==> config.mk <==
export PLATFORM = sky130hd
export DESIGN_NAME = hbr_router
export DESIGN_NICKNAME = d
export VERILOG_FILES = /design/src/rtl/hbr_pkg.sv /design/src/rtl/hbr_period_sampler.sv /design/src/rtl/hbr_route.sv /design/src/rtl/hbr_guard.sv /design/src/rtl/hbr_router.sv
export SDC_FILE = /design/constraint.sdc
export NUM_CORES = 1
export LEC_CHECK = 0
export ABC_AREA = 1
export ABC_CLOCK_PERIOD_IN_PS = 3900
export BUFFER_PORTS_ARGS = -buffer_cell sky130_fd_sc_hd__buf_2
export CAP_MARGIN = 10
export CORE_AREA = 2 2 39 41
export CTS_BUF_LIST = sky130_fd_sc_hd__clkbuf_16
export DETAILED_ROUTE_END_ITERATION = 7
export DIE_AREA = 0 0 41 43
export PLACE_DENSITY = 0.66
export SETUP_SLACK_MARGIN = 0.2
export SLEW_MARGIN = 20
export SYNTH_ARGS = -nofsm -noshare
export SYNTH_HDL_FRONTEND = slang
export SYNTH_HIERARCHICAL = 1
export SYNTH_SLANG_ARGS = --single-unit
==> constraint.sdc <==
create_clock -name clk_i -period 3.9 [get_ports clk_i]
set_input_delay 0.39 -clock clk_i [delete_from_list [all_inputs] [get_ports clk_i]]
set_output_delay 0.39 -clock clk_i [all_outputs]
set_load 0.05 [all_outputs]
==> src/rtl/hbr_pkg.sv <==
package hbr_pkg;

    // Drive scheme codes as seen on mode_i
    typedef enum logic [1:0] {
        DRV_OFF  = 2'b00,
        DRV_LOCK = 2'b01,
        DRV_SM   = 2'b10,
        DRV_ASM  = 2'b11
    } drive_mode_e;

    localparam int unsigned NUM_LEGS = 2;
    localparam int unsigned LEG_A    = 0;
    localparam int unsigned LEG_B    = 1;

    // One half-bridge: high and low switch enables
    typedef struct packed {
        logic hi;
        logic lo;
    } leg_t;

    typedef leg_t [NUM_LEGS-1:0] bridge_t;

endpackage

==> src/rtl/hbr_period_sampler.sv <==
module hbr_period_sampler
    import hbr_pkg::*;
(
    input  logic        clk_i,
    input  logic        rst_ni,
    input  logic        pwm_i,
    input  drive_mode_e mode_i,
    input  logic        path_hi_i,
    output drive_mode_e mode_o,
    output logic        path_hi_o
);

    typedef struct packed {
        logic        pwm_prev;
        drive_mode_e mode;
        logic        path_hi;
    } smp_state_t;

    smp_state_t st_d, st_q;
    logic       boundary;

    always_comb begin
        st_d          = st_q;
        boundary      = pwm_i & ~st_q.pwm_prev;
        st_d.pwm_prev = pwm_i;
        if (boundary) begin
            st_d.mode    = mode_i;
            st_d.path_hi = path_hi_i;
        end
    end

    // The boundary cycle already uses the newly taken selection
    assign mode_o    = st_d.mode;
    assign path_hi_o = st_d.path_hi;

    always_ff @(posedge clk_i or negedge rst_ni) begin
        if (!rst_ni) begin
            st_q.pwm_prev <= 1'b0;
            st_q.mode     <= DRV_OFF;
            st_q.path_hi  <= 1'b0;
        end else begin
            st_q <= st_d;
        end
    end

endmodule

==> src/rtl/hbr_route.sv <==
module hbr_route
    import hbr_pkg::*;
(
    input  drive_mode_e mode_i,
    input  logic        path_hi_i,
    input  logic        pwm_i,
    input  logic        pwm_n_i,
    input  logic        dir_i,
    input  logic        dir_n_i,
    output bridge_t     legs_o
);

    always_comb begin
        legs_o = '0;
        unique case (mode_i)
            DRV_OFF: begin
                legs_o = '0;
            end
            DRV_LOCK: begin
                legs_o[LEG_A].hi = pwm_i;
                legs_o[LEG_A].lo = pwm_n_i;
                legs_o[LEG_B].hi = pwm_n_i;
                legs_o[LEG_B].lo = pwm_i;
            end
            DRV_SM: begin
                if (path_hi_i) begin
                    legs_o[LEG_A].hi = dir_i;
                    legs_o[LEG_A].lo = dir_n_i;
                    legs_o[LEG_B].hi = pwm_n_i;
                    legs_o[LEG_B].lo = pwm_i;
                end else begin
                    legs_o[LEG_A].hi = pwm_i;
                    legs_o[LEG_A].lo = pwm_n_i;
                    legs_o[LEG_B].hi = dir_n_i;
                    legs_o[LEG_B].lo = dir_i;
                end
            end
            DRV_ASM: begin
                // A single switch toggles; the complements are never used
                if (dir_i) begin
                    if (path_hi_i) begin
                        legs_o[LEG_A].hi = 1'b1;
                        legs_o[LEG_B].lo = pwm_i;
                    end else begin
                        legs_o[LEG_B].lo = 1'b1;
                        legs_o[LEG_A].hi = pwm_i;
                    end
                end else begin
                    if (path_hi_i) begin
                        legs_o[LEG_B].hi = 1'b1;
                        legs_o[LEG_A].lo = pwm_i;
                    end else begin
                        legs_o[LEG_A].lo = 1'b1;
                        legs_o[LEG_B].hi = pwm_i;
                    end
                end
            end
            default: legs_o = '0;
        endcase
    end

endmodule

==> src/rtl/hbr_guard.sv <==
module hbr_guard
    import hbr_pkg::*;
#(
    parameter int unsigned LEGS = NUM_LEGS
) (
    input  leg_t [LEGS-1:0] legs_i,
    output leg_t [LEGS-1:0] legs_o
);

    for (genvar g = 0; g < LEGS; g++) begin : g_leg
        logic clash;
        assign clash        = legs_i[g].hi & legs_i[g].lo;
        assign legs_o[g].hi = legs_i[g].hi & ~clash;
        assign legs_o[g].lo = legs_i[g].lo & ~clash;
    end

endmodule

==> src/rtl/hbr_router.sv <==
module hbr_router
    import hbr_pkg::*;
(
    input  logic       clk_i,
    input  logic       rst_ni,
    input  logic       enable_i,
    input  logic       pwm_i,
    input  logic       pwm_n_i,
    input  logic       dir_i,
    input  logic       dir_n_i,
    input  logic [1:0] mode_i,
    input  logic       path_hi_i,
    output logic       hi_a_o,
    output logic       lo_a_o,
    output logic       hi_b_o,
    output logic       lo_b_o
);

    typedef struct packed {
        bridge_t gates;
    } out_state_t;

    drive_mode_e mode_eff;
    logic        path_eff;
    bridge_t     routed;
    bridge_t     safe;
    out_state_t  out_d, out_q;

    hbr_period_sampler i_sampler (
        .clk_i     (clk_i),
        .rst_ni    (rst_ni),
        .pwm_i     (pwm_i),
        .mode_i    (drive_mode_e'(mode_i)),
        .path_hi_i (path_hi_i),
        .mode_o    (mode_eff),
        .path_hi_o (path_eff)
    );

    hbr_route i_route (
        .mode_i    (mode_eff),
        .path_hi_i (path_eff),
        .pwm_i     (pwm_i),
        .pwm_n_i   (pwm_n_i),
        .dir_i     (dir_i),
        .dir_n_i   (dir_n_i),
        .legs_o    (routed)
    );

    hbr_guard #(
        .LEGS (NUM_LEGS)
    ) i_guard (
        .legs_i (routed),
        .legs_o (safe)
    );

    always_comb begin
        out_d = out_q;
        if (enable_i) begin
            out_d.gates = safe;
        end else begin
            out_d.gates = '0;
        end
    end

    always_ff @(posedge clk_i or negedge rst_ni) begin
        if (!rst_ni) begin
            out_q <= '0;
        end else begin
            out_q <= out_d;
        end
    end

    assign hi_a_o = out_q.gates[LEG_A].hi;
    assign lo_a_o = out_q.gates[LEG_A].lo;
    assign hi_b_o = out_q.gates[LEG_B].hi;
    assign lo_b_o = out_q.gates[LEG_B].lo;

endmodule

==> impl_metrics.ini <==
[synthesis]
syn_area_per_cell_um2 = 6.67
ys_seq_area_share_pct = 44.8
synth_cells = 67
synth_seq_cells = 8
ys_types = 11
synth_nets = 77
syn_area_um2 = 447
yosys_warnings = 6

[place]
place_congestion = 0.809
placed_area_um2 = 532
port-buffer-count = 13
dp_slack_ns = 2.37
dp_hpwl_um = 658

[clock_tree]
postCtsSetupBuffers = 0
insertion_delay_ns = 0.23
cts_buffers = 3
ctsHoldBuffers = 1
ctsResizeCount = 0
clkSinkCount = 8
clk_pin_slew_ns = 0.04
cts-root-buf = clkbuf_16
htree_levels = 1
cts_tree = yes
cts_max_path_buffers = 2

[sta]
layout_setup_ws_ns = 2.48
setup_tns_ns = 0
slew_violations = 0
hold_violations = 0
fin_crit_ns = 1.42
max_freq_mhz = 706
worst_hold_slack_ns = 0.368
tightest_slew_ns = 0.269
min_period_over_period_pct = 36.3
skew_ns = 0.00231
rsz0062_at_grt = false
setup_viol = 0
relSlewSlack_pct = 82.0

[global_routing]
grt_use_met2_pct = 18.4
top_usage_layer = met2
grt_use_met3_pct = 1.57
antenna_found_initial = 0
grt_first_pass_wirelength_um = 1260
gr-usage-all-layers_pct = 10.4
globalRouteMet1Util_pct = 10.5
grt_pass1_vias = 371
gr-total-overflow = 0
grt_max_degree = 9

[finish]
drive_above_1_share_pct = 25.0
finalNetCount = 96
fillers = 149
antenna_cells = 0
stdcell_area_um2 = 617
syn2layout_area_growth_pct = 38.1

[routing]
vias_per_cell = 4.36
wl_per_cell_um = 8.20
ant_nets = 0
drt_iter0_markers = 6
vias = 436
drt-total-wl_um = 820
drcViolationCount = 0
drt-pass1-iter-count = 4

[floorplan]
start_util_pct = 32.3
ios = 14
dieHeight_um = 43
std_cell_rows = 14
chipWidth_um = 41
dieArea_um2 = 1760
core_um2 = 1380

[critical_path]
crit_fanout = 7
worstPathRequired_ns = 4.07
crit_arrival_ns = 1.58
path_class = reg2reg
critPathLaunchType = flip-flop
end_kind = flip-flop

[run]
cap_violations = 0

[hold_path]
hold_path_class = in2reg

[pwr]
p_leak_nw = 0.382
peakVddDrop_mv = 0.150
p_per_area_nw_per_um2 = 529
total_power_mw = 0.326

[status]
outcome = finished, final reports clean
[flip-flops by register name, summed over array words and instances (netlist names)]
signal / cells
i_sampler/st_q: 4
hi_b_o: 1
lo_b_o: 1
hi_a_o: 1
lo_a_o: 1
[worst max-delay path, stage by stage (launching register included)]
cell	delay, ns
dfrtp_1	0.35
inv_1	0.11
nand3_1	0.09
nand2_1	0.23
nand2_2	0.08
nor2_2	0.10
nand2_1	0.07
nand3_1	0.10
inv_1	0.05
nor2_1	0.08
nand2_1	0.05
inv_1	0.04
[per-layer routing]
layer  vias to the layer above  routed length, µm
met2                        14                431
li1                        234                  -
met1                       188                338
met5                         -                  0
met3                         0                 50
met4                         0                  0
[where the power goes]
group          switching [mW]  internal [mW]
logic                  0.0470         0.0198
clock network          0.0346          0.132
registers             0.00190         0.0915
[through the flow]
step	cells	util [%]
after detailed placement	96	38.4
after CTS	100	44.6
after global placement	96	38.4
after global routing	100	44.6
after floorplan	67	-
final	100	44.6
[cell usage in the layout, fill, tap and decap left out]
cell type	synthesis	layout
a21oi_1	2	2
buf_2	0	13
clkbuf_16	0	3
dfrtp_1	8	8
dlygate4sd3_1	0	1
inv_1	12	12
inv_2	1	1
nand2_1	27	27
nand2_2	2	2
nand3_1	7	7
nor2_1	5	5
nor2_2	1	1
o21ai_0	1	1
o21ai_2	1	1
[worst paths after layout]
path | startpoint | to | slack (ns) | depth (start not counted)
max in group asynchronous | rst_ni | i_sampler/st_q[1]$_DFF_PN0_ | 3.21 | 2
min in group asynchronous | rst_ni | hi_a_o$_DFF_PN0_ | 0.53 | 2
hold / removal | pwm_i | i_sampler/st_q[3]$_DFF_PN0_ | 0.37 | 1
setup reg to reg | i_sampler/st_q[3]$_DFF_PN0_ | lo_a_o$_DFF_PN0_ | 2.48 | 11
hold reg to reg | i_sampler/st_q[2]$_DFF_PN0_ | i_sampler/st_q[2]$_DFF_PN0_ | 0.51 | 2
setup / recovery | i_sampler/st_q[3]$_DFF_PN0_ | lo_a_o$_DFF_PN0_ | 2.48 | 11
[kinds of logic after synthesis]
family	count (synthesis)	synth area share (%)
flops	8	44.8
buf+inv	13	10.9
simple gates	42	38.9
compound gates	4	5.32
[cells in the mapped netlist]
master | instances | area, µm²
o21ai_2 | 1 | 8.76
o21ai_0 | 1 | 5.00
dfrtp_1 | 8 | 200
inv_2 | 1 | 3.75
a21oi_1 | 2 | 10.0
nand3_1 | 7 | 35.0
nor2_2 | 1 | 6.26
nand2_1 | 27 | 101
nand2_2 | 2 | 12.5
inv_1 | 12 | 45.0
nor2_1 | 5 | 18.8
[layout make-up]
class | instances | area (µm²) | share of cell area [%]
clock buffers | 3 | 75.1 | 12.2
flip-flops and latches | 8 | 200 | 32.5
repair buffers | 14 | 75.1 | 12.2
inverters | 13 | 48.8 | 7.91
multi-input cells | 46 | 198 | 32.0
well taps | 16 | 20.0 | 3.25
No activity file was read; power rests on OpenSTA's default activity.
